--- config.mk ---
export PLATFORM = sky130hd
export DESIGN_NAME = fp_minmax_cmp
export DESIGN_NICKNAME = d
export VERILOG_FILES = /design/src/rtl/fpmm_pkg.sv /design/src/rtl/fp_classify.sv /design/src/rtl/fp_order.sv /design/src/rtl/fp_pick.sv /design/src/rtl/fp_minmax_cmp.sv
export SDC_FILE = /design/constraint.sdc
export NUM_CORES = 1
export LEC_CHECK = 0
export ABC_AREA = 0
export BUFFER_PORTS_ARGS = -buffer_cell sky130_fd_sc_hd__buf_2
export CAP_MARGIN = 40
export CORE_MARGIN = 3
export CORE_UTILIZATION = 40
export DETAILED_ROUTE_END_ITERATION = 8
export PLACE_DENSITY = 0.83
export SLEW_MARGIN = 20
export SYNTH_ARGS = -nofsm -noshare
export SYNTH_HDL_FRONTEND = slang
export SYNTH_SLANG_ARGS = --single-unit
--- constraint.sdc ---
create_clock -name vclk -period 10.5
set_input_delay 1.575 -clock vclk [all_inputs]
set_output_delay 1.575 -clock vclk [all_outputs]
set_load 0.005 [all_outputs]
--- src/rtl/fpmm_pkg.sv ---
// Shared types for the min/max/compare unit.
// Assumes: operation codes are fixed by the requirements and decoded by bit.
package fpmm_pkg;

    typedef enum logic [2:0] {
        OP_MIN   = 3'b000,
        OP_MAX   = 3'b001,
        OP_MINP  = 3'b010,
        OP_MAXP  = 3'b011,
        OP_LT_S  = 3'b100,
        OP_LE_S  = 3'b101,
        OP_LT_Q  = 3'b110,
        OP_LE_Q  = 3'b111
    } fpmm_op_e;

    // Per-operand classification produced by fp_classify
    typedef struct packed {
        logic sign;
        logic is_nan;
        logic is_snan;
        logic is_zero;
    } fp_class_t;

    localparam int FLAG_W       = 5;
    localparam int FLAG_INVALID = 4;

endpackage

--- src/rtl/fp_classify.sv ---
// Classifies one IEEE-754 operand: sign, NaN, signaling NaN, zero.
// Assumes: standard layout {sign, exponent, fraction}, quiet bit = fraction MSB.
module fp_classify
    import fpmm_pkg::*;
#(
    parameter  int EXP_W = 11,
    parameter  int MAN_W = 52,
    localparam int W     = EXP_W + MAN_W + 1
) (
    input  logic [W-1:0] val,
    output fp_class_t    cls
);

    logic [EXP_W-1:0] exp_f;
    logic [MAN_W-1:0] man_f;

    // Slice fields and derive the class bits
    always_comb begin
        exp_f       = val[W-2:MAN_W];
        man_f       = val[MAN_W-1:0];
        cls.sign    = val[W-1];
        cls.is_nan  = (&exp_f) && (|man_f);
        cls.is_snan = (&exp_f) && (|man_f) && !man_f[MAN_W-1];
        cls.is_zero = (exp_f == '0) && (man_f == '0);
    end

endmodule

--- src/rtl/fp_order.sv ---
// Orders two non-NaN operands with one shared magnitude comparator.
// tot_lt ranks -0 below +0 (min/max use); cmp_lt/cmp_eq follow IEEE
// compare rules where the zeros are equal. NaN handling is left to callers.
module fp_order
    import fpmm_pkg::*;
#(
    parameter  int EXP_W = 11,
    parameter  int MAN_W = 52,
    localparam int W     = EXP_W + MAN_W + 1
) (
    input  logic [W-1:0] a,
    input  logic [W-1:0] b,
    input  fp_class_t    cls_a,
    input  fp_class_t    cls_b,
    output logic         tot_lt,
    output logic         cmp_lt,
    output logic         cmp_eq
);

    logic mag_lt, mag_gt, both_zero;

    // Unsigned compare of exponent+fraction orders magnitudes
    always_comb begin
        mag_lt = a[W-2:0] < b[W-2:0];
        mag_gt = a[W-2:0] > b[W-2:0];
    end

    // Apply sign to get a total order, then IEEE zero fix-up
    always_comb begin
        both_zero = cls_a.is_zero && cls_b.is_zero;
        if (cls_a.sign != cls_b.sign)
            tot_lt = cls_a.sign;
        else if (cls_a.sign)
            tot_lt = mag_gt;
        else
            tot_lt = mag_lt;
        cmp_lt = tot_lt && !both_zero;
        cmp_eq = (a == b) || both_zero;
    end

endmodule

--- src/rtl/fp_pick.sv ---
// Chooses the min/max result, including both NaN policies.
// Assumes: tot_lt is valid whenever neither operand is a NaN.
module fp_pick
    import fpmm_pkg::*;
#(
    parameter  int EXP_W = 11,
    parameter  int MAN_W = 52,
    localparam int W     = EXP_W + MAN_W + 1
) (
    input  logic [W-1:0] a,
    input  logic [W-1:0] b,
    input  fp_class_t    cls_a,
    input  fp_class_t    cls_b,
    input  logic         tot_lt,
    input  logic         want_max,
    input  logic         nan_prop,
    output logic [W-1:0] pick
);

    localparam logic [W-1:0] CANON_NAN =
        {1'b0, {EXP_W{1'b1}}, 1'b1, {(MAN_W-1){1'b0}}};

    logic any_nan, both_nan, take_b;

    // Select the operand or the canonical NaN
    always_comb begin
        any_nan  = cls_a.is_nan || cls_b.is_nan;
        both_nan = cls_a.is_nan && cls_b.is_nan;
        take_b   = want_max ? tot_lt : !tot_lt;
        if (both_nan || (nan_prop && any_nan))
            pick = CANON_NAN;
        else if (cls_a.is_nan)
            pick = b;
        else if (cls_b.is_nan)
            pick = a;
        else
            pick = take_b ? b : a;
    end

endmodule

--- src/rtl/fp_minmax_cmp.sv ---
// Top: combinational min/max and ordered compare for one FP format.
// Assumes: op_sel encodings per fpmm_pkg; no state, no clock.
module fp_minmax_cmp
    import fpmm_pkg::*;
#(
    parameter int EXP_W = 11,
    parameter int MAN_W = 52
) (
    input  logic [2:0]             op_sel,
    input  logic [EXP_W+MAN_W:0]   opnd_a,
    input  logic [EXP_W+MAN_W:0]   opnd_b,
    output logic [EXP_W+MAN_W:0]   result,
    output logic [FLAG_W-1:0]      flags
);

    localparam int W = EXP_W + MAN_W + 1;

    logic [W-1:0] opnd [2];
    fp_class_t    cls  [2];

    assign opnd[0] = opnd_a;
    assign opnd[1] = opnd_b;

    // One classifier per operand
    for (genvar i = 0; i < 2; i++) begin : g_cls
        fp_classify #(.EXP_W(EXP_W), .MAN_W(MAN_W)) u_cls (
            .val (opnd[i]),
            .cls (cls[i])
        );
    end

    logic tot_lt, cmp_lt, cmp_eq;

    fp_order #(.EXP_W(EXP_W), .MAN_W(MAN_W)) u_order (
        .a      (opnd[0]),
        .b      (opnd[1]),
        .cls_a  (cls[0]),
        .cls_b  (cls[1]),
        .tot_lt (tot_lt),
        .cmp_lt (cmp_lt),
        .cmp_eq (cmp_eq)
    );

    logic is_cmp, cmp_quiet, cmp_le, any_nan, any_snan;
    logic [W-1:0] mm_val;

    // Decode the operation code by field
    always_comb begin
        is_cmp    = op_sel[2];
        cmp_quiet = op_sel[1];
        cmp_le    = op_sel[0];
        any_nan   = cls[0].is_nan || cls[1].is_nan;
        any_snan  = cls[0].is_snan || cls[1].is_snan;
    end

    fp_pick #(.EXP_W(EXP_W), .MAN_W(MAN_W)) u_pick (
        .a        (opnd[0]),
        .b        (opnd[1]),
        .cls_a    (cls[0]),
        .cls_b    (cls[1]),
        .tot_lt   (tot_lt),
        .want_max (op_sel[0]),
        .nan_prop (op_sel[1]),
        .pick     (mm_val)
    );

    logic cmp_bit, invalid;

    // Form the compare answer and the invalid flag
    always_comb begin
        cmp_bit = !any_nan && (cmp_le ? (cmp_lt || cmp_eq) : cmp_lt);
        if (is_cmp && !cmp_quiet)
            invalid = any_nan;
        else
            invalid = any_snan;
    end

    // Drive outputs
    always_comb begin
        result = is_cmp ? {{(W-1){1'b0}}, cmp_bit} : mm_val;
        flags  = '0;
        flags[FLAG_INVALID] = invalid;
    end

endmodule

==> impl_metrics.csv, run 1 <==
group,metric,value,unit
sta,min_period,7.08,ns
grt,grt_pass1_vias,4983,
sta,post-route-period-util,67.4,%
worst_setup_path,crit_buf_inv,3,
cts,cts_setup_buffers,0,
worst_setup_path,endpoint,"result[0]",
hold_path,worstHoldPathType,"input pin to primary output",
detailed_routing,vias,5304,
grt,grt_max_degree,68,
power,power_density,47.4,nW/um^2
floorplan,core.rowCount,33,
power,p_leak,2.24,nW
floorplan,die_width,101,um
finish,layout.nets,900,
worst_setup_path,crit_family,"simple AND/OR/NAND/NOR gates",
finish,syn_to_final_growth,28.4,%
worst_setup_path,slowest_stage,"maj3_1",
detailed_routing,drc_errors,0,
floorplan,core_area,8460,um^2
sta,slew_headroom,42.7,%
sta,final.setup.tns,0,ns
cts,ctsResizeCount,0,
floorplan,dieHeight,101,um
sta,finalSetupViolations,0,
sta,max_freq,141,MHz
sta,slew_viol_final,0,
grt,grt_pass1_wl,24.0,mm
worst_setup_path,worstSetupStartpointType,"input pin",
worst_setup_path,worst_ep_arrival_time,5.51,ns
run,maxCapViolCount,0,
synthesis,synthCells,551,
detailed_routing,first_pass_iters,5,
worst_setup_path,critPathCaptureType,"primary output",
finish,seq_cells,0,
sta,hold_viol_final,0,
sta,hold_slack,3.50,ns
synthesis,synth_warnings,0,
worst_setup_path,cp_max_fo,67,
synthesis,ys_types,49,
worst_setup_path,critPathLaunch,"opnd_a[16]",
worst_setup_path,crit_chain,"buf_2 > nor4_1 > nand4_1 > nor4_1 > or4_2 > buf_4 > maj3_1 > nand2b_2 > or4_1 > o311ai_1 > buf_2",
grt,antenna_found_initial,0,
synthesis,synth.cell_area,3580,um^2
finish,drive_gt1_share,30.8,%
floorplan,ios,200,
run_status,status,"finished, final reports clean",
detailed_routing,routed_wl,15.4,mm
power,ir_drop,0.0193,mV
floorplan,start_util,42.3,%
finish,clkbuf_count,0,
finish,diodes,0,
worst_setup_path,path_class,"input pin to primary output",
detailed_routing,drtAntennaViolNets,0,
grt,grt_use_total,28.2,%
worst_setup_path,cp.required,8.93,ns
detailed_routing,wire_per_inst,19.0,um
finish,seq_area,0,um^2
cts,hold_buffers,0,
power,power,218,uW
place,place_congestion,0.952,
sta,tightestPinTransition,0.857,ns
place,hpwl,12.1,mm
sta,rsz0062_at_grt,"no",
floorplan,dieArea,10100,um^2
detailed_routing,drtIter0Drc,389,
place,io_buffers,196,
grt,overflow,0,
worst_setup_path,path_depth,11,
worst_setup_path,cp_slowest_stage_delay,0.61,ns
detailed_routing,via_per_inst,6.56,
synthesis,synth.yosys.seq_area_share,0,%
synthesis,avgSynthCellArea,6.49,um^2
[cell usage after synthesis (12+ instances only)]
library cell | instances | share of area [%]
nor2_1 | 13 | 1.4
nand4_1 | 17 | 3.0
ha_1 | 63 | 22
o21ai_0 | 69 | 9.7
a21oi_1 | 73 | 10
a31oi_1 | 12 | 2.1
nand3_1 | 12 | 1.7
clkbuf_1 | 27 | 2.8
o311ai_1 | 63 | 15
buf_2 | 19 | 2.7
nor4_1 | 33 | 5.8
inv_1 | 68 | 7.1
nand2_1 | 20 | 2.1
[cells by family (layout without fill, tap and decap cells)]
group                    after synthesis  count (layout)  synth area share [%]
AO/OA/AOI/OAI                        246             246                  43.8
adder cells (fa/ha/maj)               64              64                  22.3
buffers and inverters                121             271                  14.1
other                                  1               4                 0.105
AND/OR/NAND/NOR                      119             119                  19.7
[worst min-delay path by stage]
stage | from | to | slack [ns] | cells past startpoint
global placement | opnd_b[16] | result[16] | 3.50 | 4
floorplan | op_sel[2] | result[51] | 3.18 | 1
CTS | opnd_a[40] | result[40] | 3.51 | 4
finish | opnd_a[51] | flags[4] | 3.50 | 3
global route | opnd_a[4] | result[4] | 3.53 | 4
detailed placement | opnd_a[40] | result[40] | 3.51 | 4
[report_power, final]
part           switching (mW)  internal, mW  total (mW)
logic                   0.127        0.0912       0.218
clock network               0             0           0
registers                   0             0           0
[placed cells by master (no fill, tap or decap), types with 2 or more instances in the layout]
| master | Yosys | routed |
|---|---|---|
| inv_1 | 68 | 68 |
| o31ai_1 | 2 | 2 |
| or3_1 | 2 | 2 |
| buf_16 | 0 | 3 |
| nor2_1 | 13 | 13 |
| conb_1 | 1 | 4 |
| buf_4 | 5 | 4 |
| nand4_1 | 17 | 17 |
| nor4_2 | 1 | 2 |
| o21ai_0 | 69 | 69 |
| o311ai_1 | 63 | 63 |
| a31oi_1 | 12 | 12 |
| or4_1 | 4 | 3 |
| nand4_2 | 3 | 3 |
| nand3_1 | 12 | 12 |
| o211ai_1 | 3 | 3 |
| nor3_1 | 4 | 4 |
| a211oi_1 | 5 | 5 |
| ha_1 | 63 | 63 |
| o21ai_1 | 4 | 4 |
| nor4_1 | 33 | 32 |
| buf_2 | 19 | 196 |
| a21oi_1 | 73 | 73 |
| nand2_1 | 20 | 20 |
| a221oi_1 | 3 | 3 |
[layout make-up]
type | count | area, um^2
inverters | 68 | 255
fillers | 848 | 3870
well taps | 105 | 131
repair buffers | 203 | 1090
multi-input cells | 433 | 3120
[routing by layer]
layer / GRT usage (%) / up-vias / part of all wire (%)
li1: - / 2476 / -
met1: 36.9 / 2422 / 40
met2: 49.4 / 363 / 48
met3: 2.77 / 43 / 9.2
met4: 6.94 / 0 / 2.5
met5: 0 / - / 0
[through the flow]
step / cell area (um^2) / setup slack [ns] / utilization [%] / cells
after floorplan: 3590 / 4.96 / - / 554
after global placement: 4510 / 3.34 / 53.3 / 806
after detailed placement: 4600 / 3.51 / 54.3 / 809
after CTS: 4600 / 3.50 / 54.3 / 809
after global routing: 4600 / 3.20 / 54.3 / 809
final: 4600 / 3.42 / 54.3 / 809
[tightest hold or removal path, cell delays in order]
cell      delay, ns
buf_2          0.12
o221ai_1       0.10
buf_2          0.13
No activity file was read; power rests on OpenSTA's default activity.
==> run 2, diff against run 1 <==
--- a/config.mk
+++ b/config.mk
@@ -11,7 +11,7 @@
 export CORE_MARGIN = 3
 export CORE_UTILIZATION = 40
 export DETAILED_ROUTE_END_ITERATION = 8
-export PLACE_DENSITY = 0.83
+export PLACE_DENSITY = 0.86
 export SLEW_MARGIN = 20
 export SYNTH_ARGS = -nofsm -noshare
 export SYNTH_HDL_FRONTEND = slang
==> constraint.sdc (replaced) <==
create_clock -name vclk -period 6.3
set_input_delay 0.945 -clock vclk [all_inputs]
set_output_delay 0.945 -clock vclk [all_outputs]
set_load 0.005 [all_outputs]
==> run 2 against run 1 <==
  * Sequential share of layout area unchanged
  * Utilization down 0.44 points
  * Setup slack lost 2.6 ns
  * Hold slack worse by 1.3 ns
  * Critical path depth up 3
  * Flip-flop and latch count did not move
  * Count of clock-buffer cells in the layout is the same
  * First-iteration DRC count rose by 20%
  * Design area decreased by 0.82%
  * Die area unchanged
  * Critical endpoint is now result[30]
  * Highest routed layer unchanged
==> impl_metrics.csv, run 2 (synthesis gave the netlist of run 1 again) <==
group,metric,value,unit
run_status,status,"finished, final reports clean",
worst_setup_path,worstSetupStartpointType,"input pin",
power,p_clk_share,0,%
sta,final.setup.tns,0,ns
floorplan,core.rowCount,33,
power,pwr-share-comb,100.0,%
power,p_leak,2.23,nW
worst_setup_path,path_class,"input pin to primary output",
place,dp_cells,812,
power,switchingPower,208,uW
sta,hold_slack,2.25,ns
detailed_routing,drtIter0Drc,468,
floorplan,core_area,8460,um^2
cts,ctsResizeCount,0,
detailed_routing,routed_wl,14.8,mm
detailed_routing,first_pass_iters,6,
power,power_density,77.8,nW/um^2
run,maxCapViolCount,0,
sta,min_period,5.49,ns
detailed_routing,drc_errors,0,
detailed_routing,vias,5255,
grt,grt_use_total,27.1,%
grt,use_met2,46.4,%
sta,tightestPinTransition,0.758,ns
cts,cts_setup_buffers,0,
sta,rsz0062_at_grt,"no",
worst_setup_path,crit_chain,"buf_2 > inv_1 > ha_1 > nand4_2 > nor4_4 > nand3_2 > a311oi_2 > nor3b_1 > a22oi_1 > o2111a_2 > buf_4 > o21ai_0 > a21oi_1 > buf_2",
finish,layout_commonest_cell,"buf_2",
sta,hold_viol_final,0,
finish,mostFrequentLayoutCells,"196 x buf_2, 73 x a21oi_1, 69 x o21ai_0",
grt,grt_pass1_vias,4779,
place,hpwl,11.9,mm
grt,use_met1,36.7,%
worst_setup_path,worst_ep_arrival_time,4.55,ns
floorplan,dieArea,10100,um^2
finish,final-instance-count-excl-fill,812,
worst_setup_path,critPathCaptureType,"primary output",
worst_setup_path,slowest_stage,"o2111a_2",
sta,max_freq,182,MHz
grt,overflow,0,
grt,antenna_found_initial,0,
finish,seq_area,0,um^2
sta,post-route-period-util,87.1,%
worst_setup_path,cp.required,5.35,ns
place,placed_area,4560,um^2
place,io_buffers,196,
grt,gr-max-usage-layer,"met2",
floorplan,ios,200,
finish,fin_area,4560,um^2
detailed_routing,wire_per_inst,18.3,um
hold_path,worstHoldPathType,"input pin to primary output",
power,switching_share,58.6,%
finish,drive_gt1_share,31.1,%
power,seqPwrFrac,0,%
finish,layout.nets,903,
floorplan,dieHeight,101,um
finish,final_util,53.9,%
worst_setup_path,path_common_cell,"buf_2",
grt,use_met3,2.21,%
finish,diodes,0,
sta,fin_ws,0.810,ns
finish,seq_cells,0,
cts,hold_buffers,0,
worst_setup_path,cp_slowest_stage_delay,0.78,ns
detailed_routing,drtAntennaViolNets,0,
detailed_routing,via_per_inst,6.47,
power,power,355,uW
power,internal-power,147,uW
place,pre_cts_ws,0.883,ns
sta,slew_viol_final,0,
sta,finalSetupViolations,0,
floorplan,die_width,101,um
grt,grt_max_degree,67,
floorplan,start_util,42.3,%
finish,syn_to_final_growth,27.4,%
power,ir_drop,0.0330,mV
finish,clkbuf_count,0,
worst_setup_path,cp_max_fo,47,
grt,grt_pass1_wl,23.0,mm
sta,slew_headroom,49.5,%
place,place_congestion,1.00,
## run 2: changes by cell type in the layout (fill, tap and decap cells not counted), sizes merged
cell	change
buf	+3
## run 2: final timing paths
| path | cells past startpoint | start | endpoint | slack (ns) |
|---|---|---|---|---|
| setup / recovery | 14 | opnd_b[61] | result[30] | 0.81 |
| hold / removal | 4 | opnd_b[12] | result[12] | 2.25 |
## run 2: power groups by stage
stage | registers, mW | clock network [mW] | logic, mW
CTS | 0 | 0 | 0.349
finish | 0 | 0 | 0.355
detailed placement | 0 | 0 | 0.347
global placement | 0 | 0 | 0.343
global route | 0 | 0 | 0.394
floorplan | 0 | 0 | 0.201
## run 2: final cells by class
type	count	area [um^2]
multi-input combinational	433	3120
inverter	68	255
timing repair buffer	206	1060
tap	105	131
fill	869	3910
## run 2: metal layers
metal  vias to the layer above  part of all wire [%]
met5                         -                     0
met4                         0                   2.4
met3                        48                    10
met2                       359                    46
met1                      2362                    41
li1                       2486                     -
## run 2: critical path, delay by kind of cell
kind	cells	cell delay, ns
buffers and inverters	4	0.67
AO/OA/AOI/OAI	5	1.75
AND/OR/NAND/NOR	4	0.82
adder cells (fa/ha/maj)	1	0.33
